### src/rtl/extint_pkg.sv
package extint_pkg;
  localparam int REG_W    = 8;
  localparam int PEND_BIT = 3;
  localparam int ACK_BIT  = 2;
  localparam int MASK_BIT = 1;
  localparam int MODE_BIT = 0;

  typedef struct packed {
    logic clrGo;    // qualified clear of the pending latch
    logic lvlMode;  // 1: low level also requests
    logic maskOn;   // 1: request output blocked
  } dpCtl_t;
endpackage

### src/rtl/extint_ctrl.sv
module extint_ctrl
  import extint_pkg::*;
(
  input  logic             clk,
  input  logic             rstN,
  input  logic             regWr,
  input  logic [REG_W-1:0] regWrData,
  input  logic             vecFetch,
  input  logic             brkActive,
  input  logic             brkClrEn,
  input  logic             pending,
  output dpCtl_t           ctl,
  output logic [REG_W-1:0] regRdData
);
  logic maskQ;
  logic modeQ;
  logic ackReq;
  logic clrReq;
  logic clrAllowed;

  always_ff @(posedge clk or negedge rstN) begin
    if (!rstN) begin
      maskQ <= 1'b0;
      modeQ <= 1'b0;
    end else if (regWr) begin
      maskQ <= regWrData[MASK_BIT];
      modeQ <= regWrData[MODE_BIT];
    end
  end

  always_comb begin
    ackReq     = regWr & regWrData[ACK_BIT];
    clrReq     = ackReq | vecFetch;
    clrAllowed = ~brkActive | brkClrEn;
    ctl.clrGo   = clrReq & clrAllowed;
    ctl.lvlMode = modeQ;
    ctl.maskOn  = maskQ;
  end

  always_comb begin
    regRdData           = '0;
    regRdData[PEND_BIT] = pending;
    regRdData[MASK_BIT] = maskQ;
    regRdData[MODE_BIT] = modeQ;
  end

  // unimplemented and write-only bits always read zero
  assert_rdzero_R2: assert property (@(posedge clk) disable iff (!rstN)
    (regRdData[REG_W-1:PEND_BIT+1] == '0) && !regRdData[ACK_BIT]);

  // a protected break never lets a pending request drop
  assert_break_hold_R9: assert property (@(posedge clk) disable iff (!rstN)
    (brkActive && !brkClrEn && pending) |=> pending);
endmodule

### src/rtl/extint_datapath.sv
module extint_datapath
  import extint_pkg::*;
#(
  parameter int SYNC_STAGES = 2
) (
  input  logic   clk,
  input  logic   rstN,
  input  logic   pinN,
  input  dpCtl_t ctl,
  output logic   pending,
  output logic   irqReq
);
  localparam int LAST = SYNC_STAGES - 1;

  logic [SYNC_STAGES-1:0] syncQ;
  logic pinSync;
  logic prevQ;
  logic pendQ;
  logic fallNow;
  logic lvlNow;
  logic pendNext;

  genvar gi;
  generate
    for (gi = 0; gi < SYNC_STAGES; gi++) begin : gSync
      if (gi == 0) begin : gFirst
        always_ff @(posedge clk or negedge rstN) begin
          if (!rstN) syncQ[gi] <= 1'b1;
          else       syncQ[gi] <= pinN;
        end
      end else begin : gNext
        always_ff @(posedge clk or negedge rstN) begin
          if (!rstN) syncQ[gi] <= 1'b1;
          else       syncQ[gi] <= syncQ[gi-1];
        end
      end
    end
  endgenerate

  assign pinSync = syncQ[LAST];

  always_ff @(posedge clk or negedge rstN) begin
    if (!rstN) prevQ <= 1'b1;
    else       prevQ <= pinSync;
  end

  always_comb begin
    fallNow  = prevQ & ~pinSync;
    lvlNow   = ctl.lvlMode & ~pinSync;
    // an edge wins over a same-cycle clear; a level waits one cycle
    pendNext = fallNow | ((pendQ | lvlNow) & ~ctl.clrGo);
  end

  always_ff @(posedge clk or negedge rstN) begin
    if (!rstN) pendQ <= 1'b0;
    else       pendQ <= pendNext;
  end

  assign pending = pendQ;
  assign irqReq  = pendQ & ~ctl.maskOn;

  // a detected falling edge always lands in the latch
  assert_edge_sets_R3: assert property (@(posedge clk) disable iff (!rstN)
    fallNow |=> pendQ);

  // a qualified clear without a new edge empties the latch
  assert_ack_clears_R6: assert property (@(posedge clk) disable iff (!rstN)
    (ctl.clrGo && !fallNow) |=> !pendQ);

  // in edge mode an empty latch only fills on an edge
  assert_edge_only_R4: assert property (@(posedge clk) disable iff (!rstN)
    (!ctl.lvlMode && !fallNow && !pendQ) |=> !pendQ);
endmodule

### src/rtl/extint_top.sv
module extint_top
  import extint_pkg::*;
#(
  parameter int SYNC_STAGES = 2
) (
  input  logic             clk,
  input  logic             rstN,
  input  logic             pinN,
  input  logic             regWr,
  input  logic [REG_W-1:0] regWrData,
  output logic [REG_W-1:0] regRdData,
  input  logic             vecFetch,
  input  logic             brkActive,
  input  logic             brkClrEn,
  output logic             irqReq
);
  dpCtl_t ctl;
  logic   pending;

  extint_ctrl u_ctrl (
    .clk       (clk),
    .rstN      (rstN),
    .regWr     (regWr),
    .regWrData (regWrData),
    .vecFetch  (vecFetch),
    .brkActive (brkActive),
    .brkClrEn  (brkClrEn),
    .pending   (pending),
    .ctl       (ctl),
    .regRdData (regRdData)
  );

  extint_datapath #(.SYNC_STAGES(SYNC_STAGES)) u_dp (
    .clk     (clk),
    .rstN    (rstN),
    .pinN    (pinN),
    .ctl     (ctl),
    .pending (pending),
    .irqReq  (irqReq)
  );

  // the mask held by control always silences the datapath output
  assert_mask_blocks_R8: assert property (@(posedge clk) disable iff (!rstN)
    regRdData[MASK_BIT] |-> !irqReq);
endmodule

### config.mk
export PLATFORM = sky130hd
export DESIGN_NAME = extint_top
export DESIGN_NICKNAME = d
export VERILOG_FILES = /design/src/rtl/extint_pkg.sv /design/src/rtl/extint_ctrl.sv /design/src/rtl/extint_datapath.sv /design/src/rtl/extint_top.sv
export SDC_FILE = /design/constraint.sdc
export NUM_CORES = 1
export LEC_CHECK = 0
export BUFFER_PORTS_ARGS = -buffer_cell sky130_fd_sc_hd__clkbuf_2
export CAP_MARGIN = 25
export CORE_AREA = 2 2 39 41
export DETAILED_ROUTE_END_ITERATION = 8
export DIE_AREA = 0 0 41 43
export HOLD_SLACK_MARGIN = 0.1
export SETUP_SLACK_MARGIN = 0.15
export SYNTH_ARGS = -nofsm -noshare
export SYNTH_HDL_FRONTEND = slang
export SYNTH_SLANG_ARGS = --single-unit
### constraint.sdc
create_clock -name clk -period 1.81 [get_ports clk]
set_input_delay 0 -clock clk [delete_from_list [all_inputs] [get_ports clk]]
set_output_delay 0 -clock clk [all_outputs]
set_load 0.01 [all_outputs]
==> results.json <==
{
  "status": "complete, no violations",
  "worst_r2r_path_depth": 2,
  "p_int_uw": 266,
  "viasPerCell": 3.76,
  "r2r_end": "u_ctrl.modeQ",
  "setup_viol": 0,
  "cts_resized": 0,
  "pwr-share-comb_pct": 17.1,
  "cts_made_buffers": 3,
  "ios": 24,
  "report.final.slew_viol_count": 0,
  "grt_max_degree": 7,
  "synth_cells": 24,
  "cts_tree": "yes",
  "cp_slowest_stage_delay_ns": 0.55,
  "drv_cap": 0,
  "drtIter0Drc": 0,
  "rsz0062_at_grt": "false",
  "critPathTopFamily": "buffers and inverters",
  "globalRouteTotalUtil_pct": 6.46,
  "drive_above_1_share_pct": 51.2,
  "switching_share_pct": 24.2,
  "grt-ovfl-total": 0,
  "required_ns": 1.94,
  "crit_path_start": "u_ctrl.modeQ",
  "syn_area_um2": 284,
  "dr.pass1.iters": 1,
  "fin_util_pct": 29.7,
  "cp.arrival_ns": 1.45,
  "cp-end-kind": "flop",
  "period_share_pct": 72.9,
  "grt_pass1_wl_um": 683,
  "cts_sinks": 6,
  "clk_path_buf_depth": 2,
  "fin_crit_ns": 1.32,
  "gp_congestion": 0.586,
  "power.density_nw_per_um2": 854,
  "diodes": 0,
  "wl_per_cell_um": 7.53,
  "root_buffer": "clkbuf_4",
  "io_buffers": 13,
  "hold_class": "in -> async",
  "dp_cells": 49,
  "start_kind": "flop",
  "crit_chain": "mux2_2 > dlygate4sd3_1",
  "synth_cell_types": 12,
  "fp.coreArea_um2": 1380,
  "clock_latency_ns": 0.24,
  "drc": 0,
  "syn_area_per_cell_um2": 11.8,
  "seqPwrFrac_pct": 44.2,
  "regToRegStartpoint": "u_ctrl.modeQ",
  "path_clk_slew_ns": 0.05,
  "fin_skew_ns": 0.00462,
  "hpwl_um": 340,
  "ys_ff_latch": 6,
  "wl_um": 444,
  "final_common_cell": "clkbuf_2",
  "yosysSeqAreaShare_pct": 54.2,
  "cp_slowest_cell": "dlygate4sd3_1",
  "die_h_um": 43,
  "final_cell_mix": "clkbuf_2, dlygate4sd3_1, conb_1",
  "final.setup.worst_slack_ns": 0.490,
  "start_util_pct": 20.5,
  "num_vias": 222,
  "fmax_mhz": 758,
  "die-area_um2": 1760,
  "synth_warnings": 0,
  "vdd_drop_max_v": 0.000427,
  "pre_cts_slack_ns": 0.946,
  "final_nets": 59,
  "hold_violations": 0,
  "area_growth_pct": 44.5,
  "switchingPower_uw": 84.7,
  "cp_max_fo": 3,
  "critPathKind": "reg -> reg",
  "antenna_found_initial": 0,
  "power_frac_clock_pct": 38.8,
  "grt_pass1_vias": 178,
  "nFillCells": 150,
  "antenna_left": 0,
  "crit_buf_inv": 1,
  "die_w_um": 41,
  "p_leak_uw": 0.000201,
  "htree_levels": 1,
  "reg2reg_slack_ns": 0.49,
  "rows": 14,
  "setup_tns_ns": 0,
  "fin_cells": 59
}
==> cell type report <==
class | count | area (µm²) | area share [%]
Timing Repair Buffer | 19 | 125 | 30.5
Tap cell | 16 | 20.0 | 4.88
Sequential cell | 6 | 154 | 37.5
Clock buffer | 4 | 26.3 | 6.40
Multi-Input combinational cell | 14 | 85.1 | 20.7
==> per-layer routing <==
layer | wire, µm | global-route usage (%)
met5 | 0 | 0
met4 | 0 | 0
met3 | 47 | 7.85
met2 | 227 | 9.69
met1 | 169 | 5.90
==> flip-flops by register name, summed over array words and instances (netlist names) <==
name / flops
u_dp.syncQ: 1
u_dp.pinSync: 1
u_dp.prevQ: 1
u_ctrl.maskQ: 1
u_ctrl.modeQ: 1
u_dp.pending: 1
==> power by group through the flow <==
stage / logic, µW / clock network, µW / registers [µW]
after detailed placement: 47.3 / 0 / 157
after floorplan: 42.4 / 0 / 155
final: 59.9 / 136 / 155
after CTS: 60.5 / 141 / 155
after global routing: 67.9 / 151 / 157
after global placement: 46.7 / 0 / 156
==> timing repair <==
action,CTS,global route
hold buffers,6,0
endpoints found under the setup margin,0,0
buffers inserted,0,0
endpoints found under the hold margin,9,0
==> through the flow <==
step / total power, µW / hold WS, ns / area [µm²]
floorplan: 198 / -0.296 / 299
global placement: 203 / -0.171 / 324
detailed placement: 205 / -0.164 / 324
CTS: 357 / 0.106 / 410
global route: 376 / 0.131 / 410
finish: 351 / 0.109 / 410
==> how the worst max path moves through the flow <==
stage | cells after the start | slack (ns) | endpoint
finish | 2 | 0.49 | u_ctrl.modeQ
global route | 2 | 0.44 | u_ctrl.maskQ
CTS | 2 | 0.49 | u_ctrl.maskQ
detailed placement | 2 | 0.95 | u_dp.pending
global placement | 2 | 0.96 | u_dp.pending
floorplan | 2 | 0.97 | u_dp.pending
==> cell families (layout without fill, tap and decap cells) <==
logic type	Yosys count	after routing	share of synthesized area, %
flip-flops	6	6	54.2
AND/OR/NAND/NOR	4	4	7.93
other	1	5	1.32
AO/OA/AOI/OAI	3	3	7.49
multiplexers	2	2	7.93
buffers and inverters	8	23	21.1
==> worst register-to-register path, stage by stage, from the launching register on <==
cell	delay [ns]
dfrtp_1	0.39
mux2_2	0.26
dlygate4sd3_1	0.55
==> Yosys cell counts <==
master / n / area, µm²
conb_1: 1 / 3.75
dfrtp_1: 3 / 75.1
nor2b_1: 1 / 6.26
and2b_1: 1 / 7.51
a21oi_2: 1 / 8.76
o31ai_1: 1 / 7.51
o21ai_0: 1 / 5.00
mux2_2: 2 / 22.5
nor3_1: 1 / 5.00
nor2_1: 1 / 3.75
buf_4: 8 / 60.1
dfstp_2: 3 / 78.8
(Power assumes the default switching activity.)
